`src/rtl/stk_pkg.sv`:
```
package stk_pkg;

    typedef enum logic [1:0] {
        ST_IDLE   = 2'd0,
        ST_RDWAIT = 2'd1,
        ST_ACK    = 2'd2
    } stk_state_e;

endpackage

```
`src/rtl/stk_floor_reg.sv`:
```
module stk_floor_reg #(
    parameter int ADDR_W    = 64,
    parameter bit HAS_FLOOR = 1'b1
) (
    input  logic              clk,
    input  logic              rst_n,
    input  logic              set_i,
    input  logic [ADDR_W-1:0] val_i,
    output logic [ADDR_W-1:0] floor_o,
    output logic              en_o
);

    generate
        if (HAS_FLOOR) begin : g_floor
            typedef struct packed {
                logic [ADDR_W-1:0] val;
                logic              en;
            } floor_t;

            floor_t fl_d, fl_q;

            always_comb begin
                fl_d = fl_q;
                if (set_i) begin
                    fl_d.val = val_i;
                    fl_d.en  = 1'b1;
                end
            end

            always_ff @(posedge clk) begin
                if (!rst_n) begin
                    fl_q <= '0;
                end else begin
                    fl_q <= fl_d;
                end
            end

            assign floor_o = fl_q.val;
            assign en_o    = fl_q.en;
        end else begin : g_nofloor
            logic unused_floor_in;
            assign unused_floor_in = ^{clk, rst_n, set_i, val_i};
            assign floor_o = '0;
            assign en_o    = 1'b0;
        end
    endgenerate

endmodule

```
`src/rtl/stk_addr_gen.sv`:
```
module stk_addr_gen #(
    parameter int ADDR_W = 64,
    parameter int STEP   = 8
) (
    input  logic              clk,
    input  logic              rst_n,
    input  logic [ADDR_W-1:0] sp_i,
    input  logic [ADDR_W-1:0] floor_i,
    input  logic              floor_en_i,
    output logic [ADDR_W-1:0] push_addr_o,
    output logic [ADDR_W-1:0] pop_next_o,
    output logic              misaligned_o,
    output logic              push_ovf_o
);

    localparam int LG2 = $clog2(STEP);
    localparam logic [ADDR_W-1:0] STEP_A = ADDR_W'(STEP);

    logic wraps;
    logic below_floor;

    always_comb begin
        push_addr_o  = sp_i - STEP_A;
        pop_next_o   = sp_i + STEP_A;
        misaligned_o = (sp_i[LG2-1:0] != '0);
        wraps        = (sp_i < STEP_A);
        below_floor  = floor_en_i && (push_addr_o < floor_i);
        push_ovf_o   = wraps || below_floor;
    end

    // a pointer below one step must always flag an overflow
    a_r9_wrap_flag: assert property (@(posedge clk) disable iff (!rst_n)
        (sp_i < STEP_A) |-> push_ovf_o);

    // an accepted push never lands below an enabled bound
    a_r8_floor_flag: assert property (@(posedge clk) disable iff (!rst_n)
        (floor_en_i && !push_ovf_o) |-> (push_addr_o >= floor_i));

endmodule

```
`src/rtl/stk_engine.sv`:
```
module stk_engine #(
    parameter int ADDR_W    = 64,
    parameter int DATA_W    = 64,
    parameter bit HAS_FLOOR = 1'b1
) (
    input  logic              clk,
    input  logic              rst_n,
    input  logic              sp_load,
    input  logic [ADDR_W-1:0] sp_load_val,
    input  logic              floor_set,
    input  logic [ADDR_W-1:0] floor_val,
    input  logic              cmd_req,
    input  logic              cmd_pop,
    input  logic [DATA_W-1:0] cmd_data,
    output logic              cmd_ack,
    output logic [DATA_W-1:0] rsp_data,
    output logic              err_align,
    output logic              err_ovf,
    output logic [ADDR_W-1:0] sp_o,
    output logic              mem_en,
    output logic              mem_we,
    output logic [ADDR_W-1:0] mem_addr,
    output logic [DATA_W-1:0] mem_wdata,
    input  logic [DATA_W-1:0] mem_rdata,
    input  logic              mem_ready
);
    import stk_pkg::*;

    localparam int STEP = DATA_W / 8;
    localparam int LG2  = $clog2(STEP);
    localparam logic [ADDR_W-1:0] STEP_A = ADDR_W'(STEP);

    typedef struct packed {
        stk_state_e        state;
        logic [ADDR_W-1:0] sp;
        logic [DATA_W-1:0] rdata;
        logic              e_align;
        logic              e_ovf;
    } eng_t;

    eng_t cur_q, nxt_d;

    logic [ADDR_W-1:0] floor_w;
    logic              floor_en_w;
    logic [ADDR_W-1:0] push_addr_w;
    logic [ADDR_W-1:0] pop_next_w;
    logic              misaligned_w;
    logic              push_ovf_w;

    stk_floor_reg #(
        .ADDR_W    (ADDR_W),
        .HAS_FLOOR (HAS_FLOOR)
    ) u_floor (
        .clk     (clk),
        .rst_n   (rst_n),
        .set_i   (floor_set),
        .val_i   (floor_val),
        .floor_o (floor_w),
        .en_o    (floor_en_w)
    );

    stk_addr_gen #(
        .ADDR_W (ADDR_W),
        .STEP   (STEP)
    ) u_addr (
        .clk          (clk),
        .rst_n        (rst_n),
        .sp_i         (cur_q.sp),
        .floor_i      (floor_w),
        .floor_en_i   (floor_en_w),
        .push_addr_o  (push_addr_w),
        .pop_next_o   (pop_next_w),
        .misaligned_o (misaligned_w),
        .push_ovf_o   (push_ovf_w)
    );

    always_comb begin
        nxt_d         = cur_q;
        nxt_d.e_align = 1'b0;
        nxt_d.e_ovf   = 1'b0;
        mem_en        = 1'b0;
        mem_we        = 1'b0;
        mem_addr      = cur_q.sp;
        mem_wdata     = cmd_data;

        unique case (cur_q.state)
            ST_IDLE: begin
                if (sp_load) begin
                    nxt_d.sp = sp_load_val;
                end else if (cmd_req) begin
                    if (misaligned_w) begin
                        nxt_d.e_align = 1'b1;
                        nxt_d.state   = ST_ACK;
                    end else if (!cmd_pop) begin
                        if (push_ovf_w) begin
                            nxt_d.e_ovf = 1'b1;
                            nxt_d.state = ST_ACK;
                        end else begin
                            mem_en   = 1'b1;
                            mem_we   = 1'b1;
                            mem_addr = push_addr_w;
                            if (mem_ready) begin
                                nxt_d.sp    = push_addr_w;
                                nxt_d.state = ST_ACK;
                            end
                        end
                    end else begin
                        mem_en = 1'b1;
                        if (mem_ready) begin
                            nxt_d.state = ST_RDWAIT;
                        end
                    end
                end
            end
            ST_RDWAIT: begin
                nxt_d.rdata = mem_rdata;
                nxt_d.sp    = pop_next_w;
                nxt_d.state = ST_ACK;
            end
            ST_ACK: begin
                nxt_d.state = ST_IDLE;
            end
            default: begin
                nxt_d.state = ST_IDLE;
            end
        endcase
    end

    always_ff @(posedge clk) begin
        if (!rst_n) begin
            cur_q <= '{state: ST_IDLE, sp: '0, rdata: '0, e_align: 1'b0, e_ovf: 1'b0};
        end else begin
            cur_q <= nxt_d;
        end
    end

    assign cmd_ack   = (cur_q.state == ST_ACK);
    assign rsp_data  = cur_q.rdata;
    assign err_align = cur_q.e_align;
    assign err_ovf   = cur_q.e_ovf;
    assign sp_o      = cur_q.sp;

    // an accepted write moves the pointer onto the written address
    a_r2_push_moves_sp: assert property (@(posedge clk) disable iff (!rst_n)
        (mem_en && mem_we && mem_ready) |=> (sp_o == $past(mem_addr)));

    // the written word lies one step below the pointer
    a_r2_push_below_sp: assert property (@(posedge clk) disable iff (!rst_n)
        (mem_en && mem_we) |-> (mem_addr + STEP_A == sp_o));

    // an accepted read raises the pointer one step by the acknowledge
    a_r3_pop_moves_sp: assert property (@(posedge clk) disable iff (!rst_n)
        (mem_en && !mem_we && mem_ready) |=> ##1 (cmd_ack && sp_o == $past(mem_addr, 2) + STEP_A));

    // a stalled access keeps pointer and address still
    a_r6_stall_hold: assert property (@(posedge clk) disable iff (!rst_n)
        (mem_en && !mem_ready && cmd_req && !sp_load) |=> ($stable(sp_o) && mem_en && $stable(mem_addr)));

    // every access is word aligned
    a_r7_aligned_access: assert property (@(posedge clk) disable iff (!rst_n)
        mem_en |-> (mem_addr[LG2-1:0] == '0));

    // no write below an enabled bound
    a_r8_no_write_below: assert property (@(posedge clk) disable iff (!rst_n)
        (mem_en && mem_we && floor_en_w) |-> (mem_addr >= floor_w));

    // the acknowledge is a single-cycle pulse, flags only with it
    a_r11_ack_pulse: assert property (@(posedge clk) disable iff (!rst_n)
        cmd_ack |=> !cmd_ack);

    a_r11_flags_with_ack: assert property (@(posedge clk) disable iff (!rst_n)
        (err_align || err_ovf) |-> cmd_ack);

endmodule

```
`config.mk`:
```
export PLATFORM = sky130hd
export DESIGN_NAME = stk_engine
export DESIGN_NICKNAME = d
export VERILOG_FILES = /design/src/rtl/stk_pkg.sv /design/src/rtl/stk_floor_reg.sv /design/src/rtl/stk_addr_gen.sv /design/src/rtl/stk_engine.sv
export SDC_FILE = /design/constraint.sdc
export NUM_CORES = 1
export LEC_CHECK = 0
export ABC_AREA = 1
export BUFFER_PORTS_ARGS = -buffer_cell sky130_fd_sc_hd__buf_2
export CORE_MARGIN = 4
export CORE_UTILIZATION = 40
export DETAILED_ROUTE_END_ITERATION = 6
export PLACE_DENSITY_LB_ADDON = 0.3
export SLEW_MARGIN = 20
export SYNTH_ARGS = -nofsm -noshare
export SYNTH_HDL_FRONTEND = slang
export SYNTH_HIERARCHICAL = 1
export SYNTH_SLANG_ARGS = --single-unit
export TNS_END_PERCENT = 5
```
`constraint.sdc`:
```
create_clock -name clk -period 3.1 [get_ports clk]
set_input_delay 0.155 -clock clk [delete_from_list [all_inputs] [get_ports clk]]
set_output_delay 0.155 -clock clk [all_outputs]
set_load 0.02 [all_outputs]
```
**After elaboration in Yosys (flattened, before gate mapping)**

Cells that the tools add are included.

- Output and inout port bits: 261
- Bits in registers: 197
- Logic and storage cells: 66
- Bits of input ports: 263

- Muxes and demuxes: 32
- Magnitude comparators: 2
- Bitwise operators: 3
- Equal/unequal tests: 11
- Reduce and logical (&&, ||, !) cells: 9
- Add/sub/neg operators: 2

Operators with widths:

| operator | count |
|---|---|
| 64-bit 2-to-1 mux | 10 |
| 66-bit 2-to-1 mux | 2 |
| 64-bit one-hot mux with 2 select lines | 1 |
| 64-bit by 4-bit adder with 64-bit output, second input constant | 1 |
| 64-bit by 4-bit < comparator with 1-bit output, second input constant | 1 |
| 64-bit < comparator | 1 |
| 64-bit by 4-bit subtractor with 64-bit output, second input constant | 1 |
| 3-bit != test, second input constant | 5 |
| 1-bit 2-to-1 mux | 13 |
| 2-bit 2-to-1 mux | 5 |
| 4-bit != test, second input constant | 2 |
| 6-bit AND reduction | 1 |
| 6-bit OR reduction | 1 |
| 2-bit != test, second input constant | 2 |
| 2-bit one-hot mux with 2 select lines | 1 |
| 4-bit AND reduction | 1 |
| 4-bit OR reduction | 1 |
| 1-bit NOT | 3 |
| 3-bit nonzero test | 1 |
| 2-bit by 1-bit == test with 1-bit output, second input constant | 1 |
| 2-bit == test, second input constant | 1 |
| 2-bit logical NOT | 1 |
| 2-bit nonzero test | 1 |
| 1-bit logical AND | 1 |
| 1-bit logical OR | 1 |

**Longest topological paths before layout**

Gate-level depths: netlist of run 1.

- Depth in word-level cells: 10
- Mapped depth: 29
- Gate-level depth less buffers: 27

**Cells and area by module**

Netlist of run 1, hierarchy kept.

Modules (own cells, without submodules):

| module | seq. area each (µm²) | area each (µm²) | times used | cells each |
|---|---|---|---|---|
| stk_engine | 2,642.5 | 8,821.0 | 1 | 1,471 |
| stk_addr_gen | 0.0 | 5,335.1 | 1 | 967 |
| stk_floor_reg | 1,301.2 | 2,621.3 | 1 | 407 |

**Worst setup path before layout of run 1**

No wires, ideal clock.

- Path kind: register to output
- From: reg cur_q, in the netlist sp_o[3]
- To: out mem_addr[31]
- Cell stages (with the launch flop): 22
- Slack: -0.522 ns
- Arrival time: 3.467 ns
- Path through: dfxtp_1 > inv_1 > ha_1 > nand2_2 > nor3_2 > nand3_1 > nor2_1 > nand4_1 > xor2_1 > inv_1 > ha_1 > nand3_1 > nor3_1 > nand4_1 > a21oi_1 > nor2_1 > nand2_1 > nand2_1 > nor2_1 > nand2_2 > clkbuf_1 > o21ai_0

- Longest elaborated chain between the ends: 10

RTL lines:

| element | RTL line | RTL |
|---|---|---|
| from (decl) | stk_engine.sv:41 | `eng_t cur_q, nxt_d;` |
| from (signal assigned) | stk_engine.sv:131 | `cur_q <= '{state: ST_IDLE, sp: '0, rdata: '0, e_align: 1'b0, e_ovf: 1'b0};` |
| from (signal assigned) | stk_engine.sv:133 | `cur_q <= nxt_d;` |
| 64-bit by 4-bit subtractor with 64-bit output | stk_addr_gen.sv:23 | `push_addr_o = sp_i - STEP_A;` |
| via push_addr_w[57] | stk_engine.sv:45 | `logic [ADDR_W-1:0] push_addr_w;` |
| 64-bit < comparator | stk_addr_gen.sv:27 | `below_floor = floor_en_i && (push_addr_o < floor_i);` |
| 1-bit logical AND | stk_addr_gen.sv:27 |  |
| 1-bit logical OR | stk_addr_gen.sv:28 | `push_ovf_o = wraps \|\| below_floor;` |
| via push_ovf_w | stk_engine.sv:48 | `logic push_ovf_w;` |
| 64-bit 2-to-1 mux | stk_engine.sv:95 | `if (push_ovf_w) begin` |
| 64-bit 2-to-1 mux | stk_engine.sv:94 | `end else if (!cmd_pop) begin` |
| 64-bit 2-to-1 mux | stk_engine.sv:91 | `if (misaligned_w) begin` |
| 64-bit 2-to-1 mux | stk_engine.sv:90 | `end else if (cmd_req) begin` |
| 64-bit 2-to-1 mux | stk_engine.sv:88 | `if (sp_load) begin` |
| 64-bit 2-to-1 mux | stk_engine.sv:86 | `unique case (cur_q.state)` |
| to (decl) | stk_engine.sv:22 | `output logic [ADDR_W-1:0] mem_addr,` |

The timed path passes the listed nets, and every way through them passes these cells.

**Worst setup path after layout of run 1**

- From: reg cur_q, in the netlist sp_o[9]
- To: out mem_addr[39]

Same word-level chain as after synthesis.

==> flow_results.xml, run 1 <==
<?xml version="1.0" encoding="UTF-8"?>
<metrics>
  <group name="min_path">
    <metric name="hold_class" unit="">in2reg</metric>
  </group>
  <group name="floorplan">
    <metric name="die_height" unit="um">213</metric>
    <metric name="start_util" unit="%">40.8</metric>
    <metric name="design.die.area" unit="um^2">45300</metric>
    <metric name="die_width" unit="um">213</metric>
    <metric name="rows" unit="">74</metric>
    <metric name="fp.coreArea" unit="um^2">41100</metric>
    <metric name="boundaryPins" unit="">524</metric>
  </group>
  <group name="global_route">
    <metric name="first_global_vias" unit="">18700</metric>
    <metric name="globalRouteTotalUtil" unit="%">30.7</metric>
    <metric name="grt_max_degree" unit="">85</metric>
    <metric name="grt_antenna_before_repair" unit="">1</metric>
    <metric name="global_route.overflow_total" unit="">0</metric>
    <metric name="grt_first_pass_wirelength" unit="um">108000</metric>
  </group>
  <group name="sta">
    <metric name="totalNegativeSetupSlack" unit="ns">-138.46</metric>
    <metric name="fin_crit" unit="ns">4.49</metric>
    <metric name="hold_viol_final" unit="">0</metric>
    <metric name="setup_viol" unit="">133</metric>
    <metric name="worst_pin_slew" unit="ns">0.886</metric>
    <metric name="grt_setup_unrepaired" unit="">true</metric>
    <metric name="post-route-worst-setup-slack" unit="ns">-1.39</metric>
    <metric name="slew_headroom" unit="%">41.0</metric>
    <metric name="period_share" unit="%">145</metric>
    <metric name="slew_viol_final" unit="">0</metric>
    <metric name="max_freq" unit="GHz">0.223</metric>
    <metric name="timing.clock.skew" unit="ns">0.0131</metric>
  </group>
  <group name="power">
    <metric name="pwr_density_cell" unit="nW/um^2">431</metric>
    <metric name="leakage" unit="nW">12.5</metric>
    <metric name="power.ir.vdd_worst" unit="V">0.000306</metric>
  </group>
  <group name="layout">
    <metric name="fin_util" unit="%">58.0</metric>
    <metric name="nets" unit="">3793</metric>
    <metric name="antennaDiodeCount" unit="">0</metric>
    <metric name="layout-drive-gt1-share" unit="%">31.2</metric>
    <metric name="finish.instance_area" unit="um^2">23900</metric>
    <metric name="synthToLayoutAreaGrowth" unit="%">42.2</metric>
  </group>
  <group name="drt">
    <metric name="detail_route.first_pass.iterations" unit="">7</metric>
    <metric name="number_of_drc_violations_after_detailed_routing_iteration_0" unit="">1831</metric>
    <metric name="drt-wirelength-per-cell" unit="um">18.1</metric>
    <metric name="postRouteAntennaNets" unit="">0</metric>
    <metric name="routed_wirelength" unit="um">72800</metric>
    <metric name="drc" unit="">1</metric>
    <metric name="detail_route.vias_per_cell" unit="">4.93</metric>
    <metric name="total_number_of_vias" unit="">19800</metric>
  </group>
  <group name="logic_synthesis">
    <metric name="synthFlopType" unit="">dfxtp_1</metric>
    <metric name="ys_seq_area_share" unit="%">23.5</metric>
    <metric name="netlist_area" unit="um^2">16800</metric>
    <metric name="async_reset_ff_share" unit="%">0</metric>
    <metric name="yosys_warnings" unit="">6</metric>
    <metric name="postSynthNetCount" unit="">3173</metric>
    <metric name="syn_avg_cell_area" unit="um^2">5.90</metric>
    <metric name="post_synth_num_cell_types" unit="">40</metric>
    <metric name="ys_ff_latch" unit="">197</metric>
    <metric name="number_of_flops_mapped_to_enable_cells_by_yosys" unit="">0</metric>
    <metric name="synthesis.instances" unit="">2845</metric>
  </group>
  <group name="critical_path">
    <metric name="cp-end-kind" unit="">output pin</metric>
    <metric name="cp_data_arrival_time" unit="ns">4.33</metric>
    <metric name="critical_path_s_slowest_cell" unit="">dfxtp_4</metric>
    <metric name="worst-endpoint-required" unit="ns">2.94</metric>
    <metric name="critPathKind" unit="">reg2out</metric>
    <metric name="path_max_fanout" unit="">8</metric>
    <metric name="startpoint_class" unit="">register</metric>
    <metric name="cp_common_cell" unit="">nor2_4</metric>
    <metric name="cpPeakStageDelay" unit="ns">0.37</metric>
  </group>
  <group name="clock_network">
    <metric name="clock_insertion_delay_worst_skew" unit="ns">0.48</metric>
    <metric name="cts_inserted_buffers" unit="">17</metric>
    <metric name="clock_path_buffers" unit="">2</metric>
    <metric name="path_clk_slew" unit="ns">0.08</metric>
    <metric name="tritoncts" unit="">built</metric>
    <metric name="htree_levels" unit="">4</metric>
    <metric name="clkSinkCount" unit="">197</metric>
    <metric name="clock_tree_root_buffer_cell" unit="">clkbuf_16</metric>
  </group>
  <group name="status">
    <metric name="violations" unit="">design-rule violations, negative setup slack</metric>
    <metric name="status" unit="">finished with violations</metric>
  </group>
  <group name="placed_design">
    <metric name="gp_congestion" unit="">0.994</metric>
    <metric name="port_buffers" unit="">395</metric>
    <metric name="detailedPlacementHpwl" unit="um">55300</metric>
    <metric name="placed_cell_area" unit="um^2">20500</metric>
  </group>
  <group name="flow_run">
    <metric name="drv.max_cap_violation_count" unit="">0</metric>
  </group>
</metrics>
==> what timing repair did <==
item	in CTS	in global routing
gates cloned	5	2
endpoints found under the hold margin	131	0
resized for setup	137	137
endpoints found under the setup margin	133	133
hold buffers	130	0
pin swaps	30	40
setup buffers	31	10
==> path summary, 6_finish.rpt <==
kind	from	end	slack (ns)	cells past startpoint
worst min-delay path	mem_ready	cur_q[131]$_SDFFE_PN0P_	0.04	3
worst max register to register	sp_o[9]$_SDFFE_PN0P_	sp_o[62]$_SDFFE_PN0P_	-0.90	31
worst min register to register	u_floor/floor_o[46]$_SDFFE_PN0P_	u_floor/floor_o[46]$_SDFFE_PN0P_	0.47	2
worst max-delay path	sp_o[9]$_SDFFE_PN0P_	mem_addr[39]	-1.39	27
==> stage by stage <==
stage	cells	setup slack (ns)	power, mW	hold WS (ns)
floorplan	2845	-0.252	5.54	0.309
global route	4010	-1.58	10.8	0.0426
CTS	4000	-1.32	10.0	0.00798
detailed placement	3802	-1.23	7.28	0.310
global placement	3802	-1.22	7.24	0.310
finish	4010	-1.39	10.3	0.0428
==> synth_stat cells (40+ instances only) <==
master	number	share of area, %
buf_2	62	1.8
buf_4	218	9.8
clkbuf_1	40	0.89
dfxtp_1	197	24
ha_1	65	4.8
inv_1	360	8.1
nand2_1	781	17
nand3_1	99	3.0
nor2_1	550	12
nor3_1	51	1.5
o21ai_0	123	3.7
xor2_1	94	4.9
==> critical path: cells and delay by family, from the launching register on <==
family / cells / cell delay [ns]
AO/OA/AOI/OAI: 3 / 0.37
XOR/XNOR: 1 / 0.23
adder cells (fa/ha/maj): 1 / 0.19
buffers and inverters: 7 / 1.01
flip-flops: 1 / 0.37
AND/OR/NAND/NOR: 15 / 1.65
==> logic make-up (layout without fill, tap and decap cells) <==
kind of cell    after synthesis  in the layout  synth area share [%]
buf+inv                     702           1335                  21.3
simple gates               1578           1578                  38.7
xor+xnor                    114            114                  5.95
fa+ha+maj                    65             65                  4.85
compound gates              189            189                  5.71
flops                       197            197                  23.5
==> metal layers <==
metal | up-vias | global-route usage, % | share of wire (%)
met3 | 97 | 5.30 | 7.8
met5 | - | 0 | 0.011
met4 | 2 | 7.75 | 2.0
li1 | 9649 | - | -
met2 | 823 | 48.1 | 44
met1 | 9197 | 43.9 | 46
==> registers in the layout, summed over array words and instances, names as in the netlist <==
register / cells
u_floor/en_o: 1
cur_q: 2
err_ovf: 1
u_floor/floor_o: 64
sp_o: 64
rsp_data: 64
err_align: 1
==> power breakdown <==
group	internal [mW]	total, mW	leakage [nW]	switching [mW]
clock network	1.17	2.37	0.290	1.20
logic	2.16	5.02	10.6	2.86
registers	2.72	2.88	1.63	0.165
==> layout make-up <==
type | instances | area, um^2
Sequential cell | 197 | 3970
Clock buffer | 19 | 443
Fill cell | 4152 | 17300
Tap cell | 532 | 666
Multi-Input combinational cell | 1946 | 10200
Timing Repair Buffer | 934 | 7030
Clock inverter | 13 | 156
Inverter | 369 | 1410
==> placed cells by master (no fill, tap or decap), types with 25 or more instances in the layout <==
master and count:
a21oi_1 25, buf_2 338, buf_4 390, buf_6 54, dfxtp_1 186, dlygate4sd3_1 130
ha_1 60, inv_1 353, nand2_1 715, nand2_2 66, nand3_1 95, nand4_1 36
nor2_1 516, nor2_2 33, nor3_1 44, o21ai_0 110, o21ai_2 28, xor2_1 85
No activity file was read; power rests on OpenSTA's default activity.
==> run 2, diff against run 1 <==
SKIP_CTS_REPAIR_TIMING = 1   (was not set)
==> run 2 against run 1 <==
The run ends with negative hold slack, negative setup slack left. Sequential power barely moved. Count of clock-buffer cells in the layout stayed put. Routed wire length shrank 1.9%. Register-to-register slack about the same. Flip-flop and latch count stayed put. Power decreased by 2.5%. Cell count fell by 1.6%. Sequential share of layout area increased by 0.73 points. Clock skew increased by 0.0016 ns. Clock power about the same. First-iteration DRC count decreased by 3.3%. Via count is 1.7% lower. Largest power group unchanged. Highest routed layer is now met4.
==> flow_results.xml, run 2 (same netlist as run 1, synthesis figures left out) <==
<?xml version="1.0" encoding="UTF-8"?>
<metrics>
  <group name="status">
    <metric name="status" unit="">finished with violations</metric>
    <metric name="violations" unit="">negative hold slack, negative setup slack</metric>
  </group>
  <group name="placed_design">
    <metric name="place.detailed.instances" unit="">3802</metric>
    <metric name="detailedPlacementHpwl" unit="um">55300</metric>
    <metric name="port_buffers" unit="">395</metric>
    <metric name="gp_congestion" unit="">0.994</metric>
  </group>
  <group name="layout">
    <metric name="nets" unit="">3726</metric>
    <metric name="layout-drive-gt1-share" unit="%">30.3</metric>
    <metric name="fin_util" unit="%">55.5</metric>
    <metric name="fillerInstances" unit="">4306</metric>
    <metric name="final_cells" unit="">3945</metric>
    <metric name="synthToLayoutAreaGrowth" unit="%">35.9</metric>
    <metric name="layout_commonest_cell" unit="">nand2_1</metric>
    <metric name="seq_area" unit="um^2">3960</metric>
    <metric name="multi_input_gate_area_in_the_final_layout" unit="um^2">10000</metric>
    <metric name="layout.cells.most_common_list" unit="">736 x nand2_1, 516 x nor2_1, 382 x buf_4, 362 x buf_2, 353 x inv_1</metric>
  </group>
  <group name="global_route">
    <metric name="globalRouteTotalUtil" unit="%">28.8</metric>
    <metric name="grt_first_pass_wirelength" unit="um">101000</metric>
    <metric name="first_global_vias" unit="">17400</metric>
    <metric name="global_route.overflow_total" unit="">0</metric>
    <metric name="global_route.usage.met3" unit="%">6.05</metric>
    <metric name="top_usage_layer" unit="">met2</metric>
    <metric name="met1_track_utilization_from_global_routing" unit="%">41.6</metric>
    <metric name="grt_max_degree" unit="">85</metric>
    <metric name="grt_antenna_before_repair" unit="">0</metric>
    <metric name="grtUsageMet2" unit="%">43.7</metric>
  </group>
  <group name="critical_path">
    <metric name="r2r_setup_slack" unit="ns">-0.91</metric>
    <metric name="startpoint_class" unit="">register</metric>
    <metric name="cp_top_family" unit="">simple AND/OR/NAND/NOR gates</metric>
    <metric name="cp-end-kind" unit="">output pin</metric>
    <metric name="cpPeakStageDelay" unit="ns">0.36</metric>
    <metric name="count_of_buffer_and_inverter_cells_on_the_critical_path" unit="">6</metric>
    <metric name="cp_num_cells" unit="">24</metric>
    <metric name="crit_path_end" unit="">mem_addr[48]</metric>
    <metric name="worst-endpoint-required" unit="ns">2.94</metric>
    <metric name="worstSetupStartpoint" unit="">sp_o[23]$_SDFFE_PN0P_</metric>
    <metric name="cp_data_arrival_time" unit="ns">4.45</metric>
    <metric name="critPathKind" unit="">reg2out</metric>
    <metric name="path_max_fanout" unit="">9</metric>
    <metric name="cp_common_cell" unit="">nand2_1</metric>
    <metric name="critical_path_s_slowest_cell" unit="">dfxtp_1</metric>
    <metric name="crit-reg2reg-capture" unit="">sp_o[19]$_SDFFE_PN0P_</metric>
    <metric name="worstReg2RegStart" unit="">sp_o[23]$_SDFFE_PN0P_</metric>
    <metric name="reg2regPathDepth" unit="">25</metric>
    <metric name="worstPathCellList" unit="">nor2_1 -&gt; buf_4 -&gt; nand2_1 -&gt; nor2_2 -&gt; nand2_1 -&gt; nor3_2 -&gt; buf_4 -&gt; xor2_2 -&gt; inv_2 -&gt; ha_1 -&gt; nand4_1 -&gt; nor2_2 -&gt; nand3_2 -&gt; nor2_1 -&gt; nand2_1 -&gt; nand2_1 -&gt; nand2_2 -&gt; nor2_4 -&gt; nand2_8 -&gt; buf_12 -&gt; clkbuf_16 -&gt; nand2_1 -&gt; o21ai_2 -&gt; buf_4</metric>
  </group>
  <group name="power">
    <metric name="pwr_density_cell" unit="nW/um^2">439</metric>
    <metric name="combPwrFrac" unit="%">47.7</metric>
    <metric name="p_int" unit="mW">5.89</metric>
    <metric name="leakage" unit="nW">12.0</metric>
    <metric name="power.ir.vdd_worst" unit="V">0.000310</metric>
    <metric name="power_switching_share" unit="%">41.2</metric>
    <metric name="power.switching" unit="mW">4.13</metric>
    <metric name="power_frac_seq" unit="%">28.8</metric>
    <metric name="fin_total_pwr" unit="mW">10.0</metric>
    <metric name="power.clock.fraction" unit="%">23.6</metric>
  </group>
  <group name="sta">
    <metric name="hold_viol_final" unit="">37</metric>
    <metric name="grt_setup_unrepaired" unit="">true</metric>
    <metric name="slew_headroom" unit="%">41.3</metric>
    <metric name="max_freq" unit="GHz">0.217</metric>
    <metric name="worst_pin_slew" unit="ns">0.881</metric>
    <metric name="slew_viol_final" unit="">0</metric>
    <metric name="fin_hold_ws" unit="ns">-0.0484</metric>
    <metric name="setup_viol" unit="">133</metric>
    <metric name="fin_crit" unit="ns">4.60</metric>
    <metric name="period_share" unit="%">148</metric>
    <metric name="timing.clock.skew" unit="ns">0.0147</metric>
    <metric name="post-route-worst-setup-slack" unit="ns">-1.50</metric>
  </group>
  <group name="clock_network">
    <metric name="tritoncts" unit="">built</metric>
    <metric name="clkSinkCount" unit="">197</metric>
    <metric name="clock_path_buffers" unit="">2</metric>
    <metric name="path_clk_slew" unit="ns">0.08</metric>
    <metric name="htree_levels" unit="">4</metric>
    <metric name="clock_tree_root_buffer_cell" unit="">clkbuf_16</metric>
    <metric name="clock_insertion_delay_worst_skew" unit="ns">0.48</metric>
    <metric name="cts_inserted_buffers" unit="">17</metric>
  </group>
  <group name="floorplan">
    <metric name="boundaryPins" unit="">524</metric>
    <metric name="die_width" unit="um">213</metric>
    <metric name="start_util" unit="%">40.8</metric>
    <metric name="fp.coreArea" unit="um^2">41100</metric>
    <metric name="rows" unit="">74</metric>
    <metric name="design.die.area" unit="um^2">45300</metric>
    <metric name="die_height" unit="um">213</metric>
  </group>
  <group name="drt">
    <metric name="drc" unit="">0</metric>
    <metric name="drt-wirelength-per-cell" unit="um">18.1</metric>
    <metric name="postRouteAntennaNets" unit="">0</metric>
    <metric name="total_number_of_vias" unit="">19400</metric>
    <metric name="detail_route.first_pass.iterations" unit="">5</metric>
    <metric name="detail_route.vias_per_cell" unit="">4.93</metric>
    <metric name="number_of_drc_violations_after_detailed_routing_iteration_0" unit="">1770</metric>
    <metric name="routed_wirelength" unit="um">71400</metric>
  </group>
  <group name="flow_run">
    <metric name="drv.max_cap_violation_count" unit="">0</metric>
  </group>
  <group name="min_path">
    <metric name="hold_class" unit="">in2reg</metric>
    <metric name="min-delay-start" unit="">mem_rdata[51]</metric>
  </group>
</metrics>
==> run 2: changes by cell type in the layout (fill, tap and decap cells not counted), sizes merged <==
cell,before,now
inv,374,375
diode,0,2
clkinv,6,5
nand2,793,794
buf,800,776
clkbuf,21,24
bufbuf,2,0
dlygate4sd3,130,85
==> run 2: per-layer routing <==
metal | vias to the layer above | share of wire, % | routed length [um]
met4 | 0 | 2.3 | 1610
met5 | - | 0 | 0
met2 | 827 | 43 | 30900
met1 | 8981 | 45 | 32500
li1 | 9528 | - | -
met3 | 101 | 9.0 | 6400
==> run 2: final cells by class <==
cell class                 instances  share of cell area, %
sequential                       197                   17.4
timing repair buffer             866                   27.0
clock inverter                    13                  0.686
tap                              532                   2.92
clock buffer                      19                   1.94
inverter                         369                   6.10
multi-input combinational       1947                   44.0
antenna                            2                 0.0219
==> run 2: worst min-delay path by stage <==
stage          depth (start not counted)  slack, ns                                to
2_1_floorplan                          3       0.31                err_ovf$_SDFF_PP0_
3_3_place_gp                           0       0.31                      mem_wdata[0]
3_5_place_dp                           0       0.31                      mem_wdata[0]
4_1_cts                                3       -0.1         rsp_data[41]$_SDFFE_PN0P_
5_1_grt                                5     -0.009  u_floor/floor_o[10]$_SDFFE_PN0P_
6_report                               3      -0.05         rsp_data[51]$_SDFFE_PN0P_
==> run 2: per-stage QoR <==
stage / instance area [um^2] / setup WS, ns / setup TNS (ns)
floorplan: 17200 / -0.252 / -22.66
global placement: 20500 / -1.22 / -144.87
detailed placement: 20500 / -1.23 / -141.39
CTS: 21100 / -1.76 / -178.03
global route: 22800 / -1.63 / -171.58
finish: 22800 / -1.50 / -152.31
==> run 2: worst register-to-register path: stages (launching register included) <==
cell     delay [ns]
dfxtp_1        0.36
nor2_1         0.13
buf_4          0.15
nand2_1        0.12
nor2_2         0.17
nand2_1        0.09
nor3_2         0.26
buf_4          0.18
xor2_2         0.14
inv_2          0.08
ha_1           0.30
nand4_1        0.23
nor2_2         0.26
nand3_2        0.13
nor2_1         0.12
nand2_1        0.05
nand2_1        0.08
nand2_2        0.07
buf_4          0.14
nor2_1         0.09
nand3_1        0.11
nand2_2        0.18
buf_12         0.22
nand2_1        0.11
nand2_1        0.06
nor2_1         0.06
==> run 2: power groups by stage <==
stage,registers (mW),logic [mW],clock network [mW]
detailed placement,2.93,4.36,0
global placement,2.92,4.32,0
floorplan,2.93,2.61,0
CTS,2.87,4.38,2.41
global route,2.91,5.18,2.50
finish,2.88,4.78,2.36
==> run 3, diff against run 2 <==
ABC_AREA = 0   (was 1)
==> run 3 against run 2 <==
The run still ends with negative hold slack, negative setup slack left. Critical path depth is 3 lower. Register-to-register slack worse by 1.5 ns. Largest cell class unchanged. Combinational power is 21% lower. Cell count is 30% lower. Via count is 28% lower. Largest power group unchanged. First-iteration DRC count is 56% lower. Sequential share of layout area is 2.5 points higher. Synthesized area is 7.6% lower. Synthesized cell count is 37% lower. Setup slack worse by 1.4 ns.
==> flow_results.xml, run 3 <==
<?xml version="1.0" encoding="UTF-8"?>
<metrics>
  <group name="drt">
    <metric name="drt-wirelength-per-cell" unit="um">18.2</metric>
    <metric name="routed_wirelength" unit="um">50500</metric>
    <metric name="number_of_drc_violations_after_detailed_routing_iteration_0" unit="">778</metric>
    <metric name="detail_route.vias_per_cell" unit="">5.05</metric>
    <metric name="total_number_of_vias" unit="">14000</metric>
    <metric name="detail_route.first_pass.iterations" unit="">6</metric>
    <metric name="postRouteAntennaNets" unit="">0</metric>
    <metric name="drc" unit="">0</metric>
  </group>
  <group name="placed_design">
    <metric name="port_buffers" unit="">395</metric>
    <metric name="placed_cell_area" unit="um^2">18000</metric>
    <metric name="detailedPlacementHpwl" unit="um">37100</metric>
    <metric name="gp_congestion" unit="">0.895</metric>
  </group>
  <group name="floorplan">
    <metric name="start_util" unit="%">40.9</metric>
    <metric name="rows" unit="">71</metric>
    <metric name="die_width" unit="um">205</metric>
    <metric name="design.die.area" unit="um^2">42000</metric>
    <metric name="boundaryPins" unit="">524</metric>
    <metric name="die_height" unit="um">205</metric>
    <metric name="fp.coreArea" unit="um^2">37900</metric>
  </group>
  <group name="status">
    <metric name="violations" unit="">negative hold slack, negative setup slack</metric>
    <metric name="status" unit="">finished with violations</metric>
  </group>
  <group name="logic_synthesis">
    <metric name="ys_ff_latch" unit="">197</metric>
    <metric name="synthesis.instances" unit="">1799</metric>
    <metric name="netlist.area_leader.share" unit="%">25.4</metric>
    <metric name="ys_seq_area_share" unit="%">25.4</metric>
    <metric name="synth-compound-area-share" unit="%">8.33</metric>
    <metric name="async_reset_ff_share" unit="%">0</metric>
    <metric name="synth.area.top_cells" unit="">dfxtp_1 25%, buf_4 9.8%, mux2i_1 8.3%, nand2_1 5.9%, mux2_2 5.7%</metric>
    <metric name="yosys_warnings" unit="">6</metric>
    <metric name="yosys.area_share.simple" unit="%">20.2</metric>
    <metric name="syn_avg_cell_area" unit="um^2">8.62</metric>
    <metric name="yosys.area.top_type" unit="">dfxtp_1</metric>
    <metric name="synth_fa_ha_area_share" unit="%">5.24</metric>
    <metric name="postSynthNetCount" unit="">2127</metric>
    <metric name="number_of_flops_mapped_to_enable_cells_by_yosys" unit="">0</metric>
    <metric name="post_synth_xor_xnor_area" unit="%">6.54</metric>
    <metric name="synth.top_cells.by_count" unit="">242 x nand2_1, 202 x buf_4, 197 x dfxtp_1, 128 x mux2i_1, 79 x mux2_2</metric>
    <metric name="yosysMostFrequentCell" unit="">nand2_1</metric>
    <metric name="combinational_family_with_the_most_area_after_synthesis" unit="">simple AND/OR/NAND/NOR gates</metric>
    <metric name="netlist_area" unit="um^2">15500</metric>
    <metric name="muxShareOfSynthArea" unit="%">18.7</metric>
    <metric name="synthFlopType" unit="">dfxtp_1</metric>
    <metric name="post_synth_num_cell_types" unit="">54</metric>
  </group>
  <group name="critical_path">
    <metric name="worstPathCellList" unit="">or4_4 -&gt; or4_4 -&gt; or4_4 -&gt; or3_4 -&gt; buf_4 -&gt; nor3_2 -&gt; xor2_1 -&gt; ha_1 -&gt; a21oi_1 -&gt; o21ai_0 -&gt; nor3b_1 -&gt; o31ai_1 -&gt; nor3_1 -&gt; o31ai_2 -&gt; o22ai_1 -&gt; buf_4 -&gt; nor3_4 -&gt; nand2_8 -&gt; buf_12 -&gt; mux2_2 -&gt; buf_2</metric>
    <metric name="cp_data_arrival_time" unit="ns">5.82</metric>
    <metric name="cpPeakStageDelay" unit="ns">0.56</metric>
    <metric name="cp-end-kind" unit="">output pin</metric>
    <metric name="critical_path_s_slowest_cell" unit="">or4_4</metric>
    <metric name="startpoint_class" unit="">register</metric>
    <metric name="critPathKind" unit="">reg2out</metric>
    <metric name="cp_common_cell" unit="">or4_4</metric>
    <metric name="count_of_buffer_and_inverter_cells_on_the_critical_path" unit="">4</metric>
    <metric name="cp_top_family" unit="">simple AND/OR/NAND/NOR gates</metric>
    <metric name="path_max_fanout" unit="">15</metric>
    <metric name="worst-endpoint-required" unit="ns">2.94</metric>
  </group>
  <group name="layout">
    <metric name="layout.cells.most_common_list" unit="">392 x buf_2, 242 x nand2_1, 242 x buf_4, 194 x dfxtp_1, 128 x mux2i_1</metric>
    <metric name="seq_area" unit="um^2">3950</metric>
    <metric name="layout_commonest_cell" unit="">buf_2</metric>
    <metric name="synthToLayoutAreaGrowth" unit="%">28.4</metric>
    <metric name="fin_util" unit="%">52.5</metric>
    <metric name="layout-drive-gt1-share" unit="%">38.3</metric>
    <metric name="multi_input_gate_area_in_the_final_layout" unit="um^2">9300</metric>
    <metric name="nets" unit="">2580</metric>
    <metric name="finish.instance_area" unit="um^2">19900</metric>
    <metric name="fillerInstances" unit="">3519</metric>
  </group>
  <group name="sta">
    <metric name="worst_pin_slew" unit="ns">0.720</metric>
    <metric name="max_freq" unit="GHz">0.167</metric>
    <metric name="setup_viol" unit="">133</metric>
    <metric name="slew_viol_final" unit="">0</metric>
    <metric name="hold_viol_final" unit="">11</metric>
    <metric name="fin_hold_ws" unit="ns">-0.0378</metric>
    <metric name="fin_crit" unit="ns">5.98</metric>
    <metric name="period_share" unit="%">193</metric>
    <metric name="timing.clock.skew" unit="ns">0.0154</metric>
    <metric name="slew_headroom" unit="%">52.0</metric>
    <metric name="grt_setup_unrepaired" unit="">true</metric>
    <metric name="post-route-worst-setup-slack" unit="ns">-2.88</metric>
  </group>
  <group name="global_route">
    <metric name="grt_max_degree" unit="">94</metric>
    <metric name="grt_antenna_before_repair" unit="">5</metric>
    <metric name="grt_first_pass_wirelength" unit="um">74300</metric>
    <metric name="first_global_vias" unit="">13300</metric>
    <metric name="globalRouteTotalUtil" unit="%">22.1</metric>
    <metric name="global_route.overflow_total" unit="">0</metric>
  </group>
  <group name="power">
    <metric name="p_int" unit="mW">5.68</metric>
    <metric name="power.clock.fraction" unit="%">26.0</metric>
    <metric name="power_switching_share" unit="%">36.1</metric>
    <metric name="pwr_density_cell" unit="nW/um^2">447</metric>
    <metric name="combPwrFrac" unit="%">42.7</metric>
    <metric name="leakage" unit="nW">9.44</metric>
    <metric name="power.switching" unit="mW">3.21</metric>
    <metric name="power.ir.vdd_worst" unit="V">0.000350</metric>
    <metric name="power_frac_seq" unit="%">31.3</metric>
  </group>
  <group name="clock_network">
    <metric name="clock_tree_root_buffer_cell" unit="">clkbuf_16</metric>
    <metric name="htree_levels" unit="">4</metric>
    <metric name="path_clk_slew" unit="ns">0.08</metric>
    <metric name="clock_path_buffers" unit="">2</metric>
    <metric name="tritoncts" unit="">built</metric>
    <metric name="clkSinkCount" unit="">197</metric>
    <metric name="cts_inserted_buffers" unit="">17</metric>
    <metric name="clock_insertion_delay_worst_skew" unit="ns">0.46</metric>
  </group>
  <group name="flow_run">
    <metric name="drv.max_cap_violation_count" unit="">0</metric>
  </group>
  <group name="min_path">
    <metric name="hold_class" unit="">in2reg</metric>
  </group>
</metrics>
-- run 3: cell types whose count changed after synthesis, sizes merged, moves of 35 or more --
cell    before  now
nand2      793  243
buf        287  252
or3b         0   64
mux2i        0  128
nand3      104   31
a21boi       0   64
nor2       569   44
xor2        94   56
o211ai       1   64
inv        369   72
o21ai      157    7
mux2         0  128
nor2b        0   70
xnor2       20   59
-- run 3: logic make-up after synthesis --
logic type	count (synthesis)
and+or+nand+nor	587
buffers and inverters	399
muxes	256
DFF	197
AOI/OAI and AO/OA	180
xor gates and xnor gates	115
adders and majority gates	65
-- run 3: final timing paths --
path	end	cells after the start	slack [ns]	start
max reg2reg	sp_o[39]$_SDFFE_PN0P_	21	-2.38	sp_o[7]$_SDFFE_PN0P_
max	mem_addr[50]	21	-2.88	sp_o[7]$_SDFFE_PN0P_
min reg2reg	rsp_data[1]$_SDFFE_PN0P_	2	0.46	rsp_data[1]$_SDFFE_PN0P_
min	u_floor/floor_o[22]$_SDFFE_PN0P_	3	-0.04	floor_val[22]
-- run 3: per-stage QoR --
| step | hold WS, ns | setup TNS [ns] | instances | power (mW) | worst slack (ns) |
|---|---|---|---|---|---|
| after floorplan | 0.300 | -262.21 | 1799 | 5.16 | -2.04 |
| after global placement | 0.310 | -315.38 | 2626 | 6.40 | -2.49 |
| after detailed placement | 0.310 | -335.46 | 2626 | 6.44 | -2.66 |
| after CTS | -0.0880 | -372.20 | 2658 | 8.79 | -3.18 |
| after global routing | 0.00226 | -372.47 | 2778 | 9.40 | -3.13 |
| final | -0.0378 | -340.13 | 2778 | 8.89 | -2.88 |
-- run 3: area by class of cell --
type / instances / area share (%)
Timing Repair Buffer: 761 / 25.9
Clock buffer: 18 / 2.16
Multi-Input combinational cell: 1203 / 46.7
Clock inverter: 14 / 0.867
Inverter: 72 / 1.36
Antenna cell: 2 / 0.0251
Tap cell: 511 / 3.21
Sequential cell: 197 / 19.8
-- run 3: metal layers --
| metal | part of all wire (%) | global-route usage (%) | up-vias |
|---|---|---|---|
| li1 | - | - | 6851 |
| met1 | 44 | 29.2 | 6644 |
| met5 | 0.071 | 0 | - |
| met3 | 6.2 | 4.94 | 62 |
| met4 | 1.8 | 4.62 | 6 |
| met2 | 48 | 37.2 | 456 |
-- run 3: worst min-delay path: stages --
cell and delay (ns):
buf_2 0.07, mux2i_1 0.05, nor2b_1 0.09
-- run 3: power by group through the flow --
stage	clock (mW)	combinational (mW)	sequential [mW]
after floorplan	0	2.27	2.88
after global placement	0	3.57	2.83
after detailed placement	0	3.60	2.84
after CTS	2.38	3.63	2.78
after global routing	2.48	4.12	2.80
final	2.31	3.80	2.78
